[config.mk]
export PLATFORM = sky130hd
export DESIGN_NAME = mbx_dual_mailbox
export DESIGN_NICKNAME = d
export VERILOG_FILES = /design/src/rtl/mbx_pkg.sv /design/src/rtl/mbx_port_decode.sv /design/src/rtl/mbx_area_ram.sv /design/src/rtl/mbx_read_port.sv /design/src/rtl/mbx_dual_mailbox.sv
export SDC_FILE = /design/constraint.sdc
export NUM_CORES = 2
export LEC_CHECK = 0
export BUFFER_PORTS_ARGS = -buffer_cell sky130_fd_sc_hd__buf_2
export CAP_MARGIN = 20
export CELL_PAD_IN_SITES_DETAIL_PLACEMENT = 1
export CELL_PAD_IN_SITES_GLOBAL_PLACEMENT = 1
export CORE_MARGIN = 1
export CORE_UTILIZATION = 49
export CTS_CLUSTER_DIAMETER = 80
export DETAILED_ROUTE_END_ITERATION = 10
export PLACE_DENSITY = 0.73
export RECOVER_POWER = 50
export SLEW_MARGIN = 15
export SYNTH_ARGS = -nofsm -noshare
export SYNTH_HDL_FRONTEND = slang
export SYNTH_SLANG_ARGS = --single-unit
[constraint.sdc]
create_clock -name clk -period 1.9 [get_ports clk]
set_input_delay 0.285 -clock clk [delete_from_list [all_inputs] [get_ports clk]]
set_output_delay 0.285 -clock clk [all_outputs]
set_load 0.01 [all_outputs]
[src/rtl/mbx_pkg.sv]
package mbx_pkg;

  typedef struct packed {
    logic cs_n;
    logic we_n;
    logic oe_n;
  } mbx_strobe_t;

  // Write strobe: selected and write enable low; output enable plays no part.
  function automatic logic strobe_is_write(mbx_strobe_t s);
    return !s.cs_n && !s.we_n;
  endfunction

  // Read strobe: selected, write enable high, output enable low.
  function automatic logic strobe_is_read(mbx_strobe_t s);
    return !s.cs_n && s.we_n && !s.oe_n;
  endfunction

  // A port may write only the area whose select bit equals its write side.
  function automatic logic area_may_write(logic area_bit, logic write_side);
    return area_bit == write_side;
  endfunction

  // A port reads only the area opposite to the one it writes.
  function automatic logic area_may_read(logic area_bit, logic write_side);
    return area_bit != write_side;
  endfunction

endpackage

[src/rtl/mbx_port_decode.sv]
module mbx_port_decode
  import mbx_pkg::*;
#(
  parameter int  ADDR_W     = 8,
  parameter bit  WRITE_SIDE = 1'b0,
  localparam int IDX_W      = ADDR_W - 1
) (
  input  mbx_strobe_t       strobe,
  input  logic [ADDR_W-1:0] addr,
  output logic              wr_try,
  output logic              wr_en,
  output logic              rd_req,
  output logic              rd_en,
  output logic [IDX_W-1:0]  idx
);

  logic area_bit;

  assign area_bit = addr[ADDR_W-1];
  assign idx      = addr[IDX_W-1:0];
  assign wr_try   = strobe_is_write(strobe);
  assign rd_req   = strobe_is_read(strobe);
  assign wr_en    = wr_try && area_may_write(area_bit, WRITE_SIDE);
  assign rd_en    = rd_req && area_may_read(area_bit, WRITE_SIDE);

endmodule

[src/rtl/mbx_area_ram.sv]
module mbx_area_ram #(
  parameter int  DATA_W = 8,
  parameter int  IDX_W  = 7,
  localparam int DEPTH  = 1 << IDX_W
) (
  input  logic              clk,
  input  logic              rst_n,
  input  logic              wr_en,
  input  logic [IDX_W-1:0]  wr_idx,
  input  logic [DATA_W-1:0] wr_data,
  input  logic              rd_en,
  input  logic [IDX_W-1:0]  rd_idx,
  output logic [DATA_W-1:0] rd_q
);

  logic [DATA_W-1:0] mem [DEPTH];

  // Storage has no reset; the sender fills it before the receiver reads.
  always_ff @(posedge clk) begin
    if (wr_en) mem[wr_idx] <= wr_data;
  end

  // Nonblocking update: a same-edge read sees the contents before the write.
  always_ff @(posedge clk or negedge rst_n) begin
    if (!rst_n)     rd_q <= '0;
    else if (rd_en) rd_q <= mem[rd_idx];
    else            rd_q <= '0;
  end

endmodule

[src/rtl/mbx_read_port.sv]
module mbx_read_port #(
  parameter int DATA_W = 8
) (
  input  logic              clk,
  input  logic              rst_n,
  input  logic              rd_req,
  input  logic [DATA_W-1:0] area_q,
  output logic [DATA_W-1:0] rdata,
  output logic              rdata_oe
);

  always_ff @(posedge clk or negedge rst_n) begin
    if (!rst_n) rdata_oe <= 1'b0;
    else        rdata_oe <= rd_req;
  end

  assign rdata = rdata_oe ? area_q : '0;

  AST_DRIVE_NEEDS_REQ: assert property (@(posedge clk) disable iff (!rst_n)
    !rd_req |=> !rdata_oe);
  AST_IDLE_BUS_ZERO: assert property (@(posedge clk) disable iff (!rst_n)
    !rdata_oe |-> (rdata == '0));

endmodule

[src/rtl/mbx_dual_mailbox.sv]
module mbx_dual_mailbox
  import mbx_pkg::*;
#(
  parameter int  DATA_W = 8,
  parameter int  ADDR_W = 8,
  localparam int IDX_W  = ADDR_W - 1
) (
  input  logic              clk,
  input  logic              rst_n,
  input  logic              a_cs_n,
  input  logic              a_we_n,
  input  logic              a_oe_n,
  input  logic [ADDR_W-1:0] a_addr,
  input  logic [DATA_W-1:0] a_wdata,
  output logic [DATA_W-1:0] a_rdata,
  output logic              a_rdata_oe,
  input  logic              b_cs_n,
  input  logic              b_we_n,
  input  logic              b_oe_n,
  input  logic [ADDR_W-1:0] b_addr,
  input  logic [DATA_W-1:0] b_wdata,
  output logic [DATA_W-1:0] b_rdata,
  output logic              b_rdata_oe
);

  mbx_strobe_t a_strobe, b_strobe;
  logic a_wr_try, a_wr_en, a_rd_req, a_rd_en;
  logic b_wr_try, b_wr_en, b_rd_req, b_rd_en;
  logic a_wr_blocked, b_wr_blocked;
  logic [IDX_W-1:0]  a_idx, b_idx;
  logic [DATA_W-1:0] lo_q, hi_q;

  assign a_strobe = '{cs_n: a_cs_n, we_n: a_we_n, oe_n: a_oe_n};
  assign b_strobe = '{cs_n: b_cs_n, we_n: b_we_n, oe_n: b_oe_n};

  // Port A writes the low area (bit 0); port B writes the high area (bit 1).
  mbx_port_decode #(.ADDR_W(ADDR_W), .WRITE_SIDE(1'b0)) u_dec_a (
    .strobe(a_strobe), .addr(a_addr), .wr_try(a_wr_try), .wr_en(a_wr_en),
    .rd_req(a_rd_req), .rd_en(a_rd_en), .idx(a_idx)
  );

  mbx_port_decode #(.ADDR_W(ADDR_W), .WRITE_SIDE(1'b1)) u_dec_b (
    .strobe(b_strobe), .addr(b_addr), .wr_try(b_wr_try), .wr_en(b_wr_en),
    .rd_req(b_rd_req), .rd_en(b_rd_en), .idx(b_idx)
  );

  assign a_wr_blocked = a_wr_try && !a_wr_en;
  assign b_wr_blocked = b_wr_try && !b_wr_en;

  // Low area: written by A, read by B.
  mbx_area_ram #(.DATA_W(DATA_W), .IDX_W(IDX_W)) u_area_lo (
    .clk(clk), .rst_n(rst_n),
    .wr_en(a_wr_en), .wr_idx(a_idx), .wr_data(a_wdata),
    .rd_en(b_rd_en), .rd_idx(b_idx), .rd_q(lo_q)
  );

  // High area: written by B, read by A.
  mbx_area_ram #(.DATA_W(DATA_W), .IDX_W(IDX_W)) u_area_hi (
    .clk(clk), .rst_n(rst_n),
    .wr_en(b_wr_en), .wr_idx(b_idx), .wr_data(b_wdata),
    .rd_en(a_rd_en), .rd_idx(a_idx), .rd_q(hi_q)
  );

  mbx_read_port #(.DATA_W(DATA_W)) u_rd_a (
    .clk(clk), .rst_n(rst_n), .rd_req(a_rd_req), .area_q(hi_q),
    .rdata(a_rdata), .rdata_oe(a_rdata_oe)
  );

  mbx_read_port #(.DATA_W(DATA_W)) u_rd_b (
    .clk(clk), .rst_n(rst_n), .rd_req(b_rd_req), .area_q(lo_q),
    .rdata(b_rdata), .rdata_oe(b_rdata_oe)
  );

  AST_A_DESEL_RELEASE: assert property (@(posedge clk) disable iff (!rst_n)
    a_cs_n |=> (!a_rdata_oe && a_rdata == '0));
  AST_B_DESEL_RELEASE: assert property (@(posedge clk) disable iff (!rst_n)
    b_cs_n |=> (!b_rdata_oe && b_rdata == '0));
  AST_A_WRITE_NO_DRIVE: assert property (@(posedge clk) disable iff (!rst_n)
    (!a_cs_n && (!a_we_n || a_oe_n)) |=> !a_rdata_oe);
  AST_B_WRITE_NO_DRIVE: assert property (@(posedge clk) disable iff (!rst_n)
    (!b_cs_n && (!b_we_n || b_oe_n)) |=> !b_rdata_oe);
  AST_A_READ_DRIVES: assert property (@(posedge clk) disable iff (!rst_n)
    (!a_cs_n && a_we_n && !a_oe_n) |=> a_rdata_oe);
  AST_B_READ_DRIVES: assert property (@(posedge clk) disable iff (!rst_n)
    (!b_cs_n && b_we_n && !b_oe_n) |=> b_rdata_oe);
  AST_A_BAD_READ_ZERO: assert property (@(posedge clk) disable iff (!rst_n)
    (!a_cs_n && a_we_n && !a_oe_n && !a_addr[ADDR_W-1]) |=> (a_rdata == '0));
  AST_B_BAD_READ_ZERO: assert property (@(posedge clk) disable iff (!rst_n)
    (!b_cs_n && b_we_n && !b_oe_n && b_addr[ADDR_W-1]) |=> (b_rdata == '0));
  AST_A_BLOCKED_KEEPS_HI: assert property (@(posedge clk) disable iff (!rst_n)
    a_wr_blocked |-> a_addr[ADDR_W-1]);
  AST_B_BLOCKED_KEEPS_LO: assert property (@(posedge clk) disable iff (!rst_n)
    b_wr_blocked |-> !b_addr[ADDR_W-1]);

endmodule

# ---- Word-level counts from Yosys, hierarchy flattened
# Memories as Yosys holds them, arrays and structs flattened.
# Cells that the tools add are included.
dict set report word_totals {
  regBits 18
  latch_bits 0
  mem_bits_rw 2048
  rom_bits 0
  input_bits 40
  output_inout_bits 18
  n_memories 2
}
# name depth word_bits read_ports rd_ports_with_merged_regs wr line_no
set mem_list {}
lappend mem_list {u_area_hi.mem 128 8 1 0 1 mbx_area_ram.sv:16} ;# logic [DATA_W-1:0] mem [DEPTH];
lappend mem_list {u_area_lo.mem 128 8 1 0 1 mbx_area_ram.sv:16}
dict set report op_classes {
  n_addsub 0
  mul 0
  div 0
  order_cmp 0
  eq_ne 0
  shift 0
  mux 8
  bitwise_logic 2
  n_reduce_logical 16
}
# operator n
set ops {}
lappend ops {{8-bit two-way mux} 4}
lappend ops {{1-bit logical AND} 10}
lappend ops {{1-bit zero test} 6}
lappend ops {{1-bit two-way mux} 4}
lappend ops {{1-bit inverter} 2}

# ---- Logic depth before layout (Yosys ltp)
dict set report logic_depth {
  ltp_word 5
  ltp_mapped 12
  ltp_nobuf 7
}

# ---- By module
# A second synthesis with hierarchy kept.
dict set report hier_totals {
  hier_cells 3936
  area_unflattened_um2 80314.5
}
# module instances cells_each area_per_inst_um2
set modules_own_cells {}
lappend modules_own_cells {mbx_area_ram 2 1948 39998.4}
lappend modules_own_cells {mbx_read_port 2 9 75.1}
lappend modules_own_cells {{mbx_port_decode at u_dec_b} 1 11 86.3}
lappend modules_own_cells {{mbx_port_decode at u_dec_a} 1 11 81.3}

# ---- Worst setup path before layout
# OpenSTA, ideal clock, no wires.
dict set report synth_path {
  kind {input to register}
  start {input port a_addr[2]}
  end {memory u_area_lo.mem[88][0] (enable)}
  setup_time_ps 370
  t_arrival_ps 2166
  setup_slack_ps -636
  cell_stages 9
  n_path_buf 6
  cell_sequence {buf_2 > buf_6 > buf_6 > buf_4 > buf_6 > nor4_1 > nand2_1 > buf_2 > nor2_1}
}
# element line_no
set synth_rtl {}
lappend synth_rtl {{start: declaration} mbx_dual_mailbox.sv:13} ;# input logic [ADDR_W-1:0] a_addr,
lappend synth_rtl {{end: declaration} mbx_area_ram.sv:16}
# No word-level cell before the write port.

# ---- Final worst setup path
dict set report layout_path {
  start {memory u_area_hi.mem[47][1]}
  end {register u_area_hi.rd_q[1]}
}
dict set report layout_via {
  elab_chain_cells 2
}
# element line_no
set layout_lines {}
lappend layout_lines {{start: declaration} mbx_area_ram.sv:16}
lappend layout_lines {{memory 128 x 8 bit} n/a}
lappend layout_lines {{8-bit two-way mux} mbx_area_ram.sv:26} ;# else if (rd_en) rd_q <= mem[rd_idx];
lappend layout_lines {{end signal: assignment} mbx_area_ram.sv:26}
lappend layout_lines {{end: declaration} mbx_area_ram.sv:13} ;# output logic [DATA_W-1:0] rd_q
# No other way between the ends.

==> metrics.sh <==
MINIMUM_CLOCK_PERIOD_AFTER_LAYOUT_NS=2.54
CRITICAL_PATH.N_BUFFERS_INVERTERS=0
CELL_TYPE_WITH_THE_LARGEST_TOTAL_AREA_AFTER_SYNTHESIS='edfxtp_1'
POST_SYNTH_MOST_FREQUENT_CELLS='edfxtp_1 (2,048), nor2_1 (421), nand2_1 (299)'
FINAL_MAX_SLEW_VIOL_COUNT=110
SW_POWER_mW=23.7
DRT-WIRELENGTH-PER-CELL_UM=38.6
FINALWORSTSETUPSLACK_NS=-0.639
AREA_ADDED_BETWEEN_SYNTHESIS_AND_FINISH_PCT=26.8
DIE-AREA_UM2=168000
VDD.IR_DROP.WORST_uV=1030
GRT_FIRST_PASS_WIRELENGTH_MM=448
SLOWEST_DELAY_NS=0.53
WORSTPATHARRIVAL_NS=3.26
CTS_ROOT_BUFFER='clkbuf_16'
POST_SYNTH_MUX_AREA_SHARE_PCT=4.83
TRITONCTS.NUM_BUFFERS=209
CPMOSTUSEDCELL='nand2_1'
GRT_PASS1_VIAS=59700
FINAL_NETS=6003
DIE_X_UM=409
POWER_PER_CELL_AREA_nW_PER_UM2=965
PATH_CLASS_OF_THE_LOWEST_SLACK_MIN_DELAY_PATH='primary input to asynchronous set/reset pin'
GP_ROUTABILITY_CONGESTION=0.971
CTS_TREE='yes'
SYNTH.DISTINCT_CELLS=83
FAILING_CHECKS='max-capacitance violations, max-slew violations, negative setup slack'
YOSYS.AREA_SHARE.ADDER_PCT=0
FINCLKSKEW_NS=0.0594
NUM-FILL-CELLS=14500
DIE_HEIGHT_UM=409
CRITPATHMAXFANOUT=1
DR.PASS1.ITERS=8
CRITICAL_PATH.STARTPOINT_TYPE='register'
DRT-INITIAL-DRC-COUNT=9301
FIN_HOLD_WS_NS=0.132
WORST-R2R-SETUP-SLACK_NS=-0.64
NETLIST_TOP_CELLS_AREA='edfxtp_1 (76%), a221oi_1 (2.6%), mux2i_1 (2.5%)'
SYN_INST=4991
ANTENNA_VIOLATIONS_BEFORE_REPAIR=10
CORE_ROWS=149
END_KIND='register'
SYNTH_ASYNC_SR_FLOP_SHARE_PCT=0.871
NUMCLOCKSINKS=2066
REMAINING_DRC_ERRORS=0
P_INT_mW=75.9
SYNTH_REGISTER_BITS=2066
TOTAL_LEAKAGE_POWER_nW=34.4
WORST_PATH_MAX_DELAY_CELL='a222oi_1'
WORST_SKEW_PAIR.LATE_LATENCY_NS=0.89
GRT_OVERFLOW_TOTAL=0
POST-ROUTE-PERIOD-UTIL_PCT=134
ROUTED_VIA_DENSITY=6.89
IO_PINS=58
INPUT_OUTPUT_BUFFERS=57
NUMBER_OF_SETUP_VIOLATIONS_IN_THE_FINAL_REPORT=527
MAX_CAP_VIOLATIONS=3
P_CLK_SHARE_PCT=41.9
FINALWIRELENGTH_MM=322
SYNTH_FP_NETS=5031
POWER.SHARE.SWITCHING_PCT=23.8
SYNTH-WARNING-COUNT=0
SYNTH_AREA_UM2=81300
COREAREA_UM2=165000
SYNTHSIMPLEGATEAREAFRAC_PCT=5.12
CTS_H_TREE_LVLS=4
SYNTHFLOPTYPE='edfxtp_1'
PATH_CLASS='register to register'
LAYOUT-DRIVE-GT1-SHARE_PCT=32.3
DETAILEDPLACEMENTHPWL_MM=206
SYNTH-COMPOUND-AREA-SHARE_PCT=11.3
FMAX_GHz=0.394
TIMING.MAX_SLEW.REL_SLACK_PCT=-17.7
SYNTH_MOST_COMMON_CELL='edfxtp_1'
SYN-MEAN-INSTANCE-AREA_UM2=16.3
DETAIL-ROUTE-ANTENNA-NETS=0
HOLD_VIOL_FINAL=0
OUTCOME='finished, violations left'
SYNTH_XOR_XNOR_AREA_SHARE_PCT=0
GLOBALROUTETOTALUTIL_PCT=37.8
CTS-ROOT-TO-SINK-BUFFERS=3
NUM_VIAS=57400
SEQUENTIAL_ELEMENT_SHARE_OF_THE_SYNTHESIZED_AREA_PCT=76.2
CRIT_PATH_CELL_TRACE='nand2_1 -> nand2_1 -> a222oi_1 -> o32ai_2 -> a221oi_2 -> a31oi_4 -> a31o_2'
P_SEQ_SHARE_PCT=50.4
SYNTH_TOP_FAMILY_BY_AREA='compound AO/OA/AOI/OAI gates'
SYNTH_ENABLE_FLOP_CELLS=2048
RSZ0062_AT_GRT='yes'
PLACEMENT.SETUP.WORST_SLACK_NS=-1.87
COMB_POWER_SHARE_PCT=7.7
CLKTRANSATPATHREGS_NS=0.06
PATH_DELAY_FAMILY='compound AO/OA/AOI/OAI gates'
SYNTH_TOP_AREA_SHARE_PCT=75.6
INITIAL_STANDARD_CELL_UTILIZATION_OF_THE_CORE_PCT=49.3
SLEW_OF_THE_PIN_WITH_THE_LOWEST_SLEW_MARGIN_NS=1.76
WORSTPATHREQUIRED_NS=2.62
GRT_START_MAX_NET_PINS=93
==> metrics by stage <==
step,power (mW),std cells,TNS (ns),instance area (um2),util [%]
5_1_grt,101,8333,-36.15,103000,62.6
3_5_place_dp,58.1,7914,-949.90,95400,57.9
4_1_cts,99.2,8332,-4.12,103000,62.7
6_report,99.6,8339,-56.64,103000,62.6
2_1_floorplan,53.9,4991,-243.47,82900,-
3_3_place_gp,57.9,7914,-847.86,95400,57.9
==> cell usage in the layout, fill, tap and decap left out, drive strengths merged, types with 56 or more instances in the layout <==
cell type	netlist	routed
nor3	56	56
o22ai	63	63
nand2	300	300
mux2i	202	202
a21oi	226	226
mux4	58	58
nor2	423	423
a222oi	79	79
edfxtp	2048	2048
o21ai	156	156
a22oi	185	185
a221oi	243	243
buf	256	1057
clkbuf	123	314
clkinv	0	101
==> registers in the layout, indices dropped and copies added, names as in the netlist <==
register,cells
u_area_hi.mem,1024
u_area_lo.mem,1024
u_area_hi.rd_q,8
u_area_lo.rd_q,8
u_rd_a.rdata_oe,1
u_rd_b.rdata_oe,1
==> worst paths after layout <==
check,cells past startpoint,from,to
worst max-delay path,7,u_area_hi.mem[47][1]$_DFFE_PP_,u_area_hi.rd_q[1]$_DFF_PN0_
worst min-delay path,2,rst_n,u_area_hi.rd_q[3]$_DFF_PN0_
worst max register to register,7,u_area_hi.mem[47][1]$_DFFE_PP_,u_area_hi.rd_q[1]$_DFF_PN0_
worst min register to register,5,u_area_hi.mem[17][5]$_DFFE_PP_,u_area_hi.rd_q[5]$_DFF_PN0_
max in group asynchronous,2,rst_n,u_rd_b.rdata_oe$_DFF_PN0_
min in group clk,5,a_we_n,u_area_lo.mem[32][5]$_DFFE_PP_
==> worst register-to-register path: cells and delay by family, from the launching register on <==
| kind | cells | cell delay [ns] |
|---|---|---|
| compound gates | 5 | 1.88 |
| flops | 1 | 0.38 |
| simple gates | 2 | 0.14 |
==> power groups by stage <==
stage | clock network [mW] | logic, mW | registers [mW]
5_1_grt | 43.1 | 7.75 | 50.2
3_5_place_dp | 0 | 7.01 | 51.1
3_3_place_gp | 0 | 6.77 | 51.1
4_1_cts | 41.7 | 7.39 | 50.2
2_1_floorplan | 0 | 2.81 | 51.1
6_report | 41.7 | 7.71 | 50.2
==> timing repair <==
| item | CTS | global route |
|---|---|---|
| pin swaps | 81 | 49 |
| hold buffers | 22 | 0 |
| setup buffers | 9 | 2 |
| resized for setup | 194 | 77 |
| endpoints found under the hold margin | 413 | 0 |
| setup endpoints to repair | 40 | 71 |
==> per-layer routing <==
layer | vias to the layer above | global-route usage, % | wire length (um)
li1 | 22200 | - | -
met1 | 29200 | 45.6 | 108000
met2 | 4679 | 60.1 | 150000
met3 | 1303 | 9.72 | 37200
met4 | 8 | 25.2 | 26200
met5 | - | 0 | 114
==> cell type report <==
class | instances | area (um2) | share of cell area [%]
Multi-Input combinational cell | 2529 | 19900 | 19.3
Inverter | 17 | 70.1 | 0.0679
Antenna cell | 6 | 15.0 | 0.0146
Clock buffer | 253 | 5420 | 5.25
Sequential cell | 2066 | 62000 | 60.1
Timing Repair Buffer | 1140 | 11700 | 11.3
Clock inverter | 139 | 1370 | 1.33
Tap cell | 2189 | 2740 | 2.66
==> kinds of logic (layout without fill, tap and decap cells) <==
family,after synthesis,after routing
and+or+nand+nor,965,965
AOI/OAI and AO/OA,1251,1251
DFF,2066,2066
buffers and inverters,396,1549
muxes,313,313
other,0,6
No activity file was read; power rests on OpenSTA's default activity.
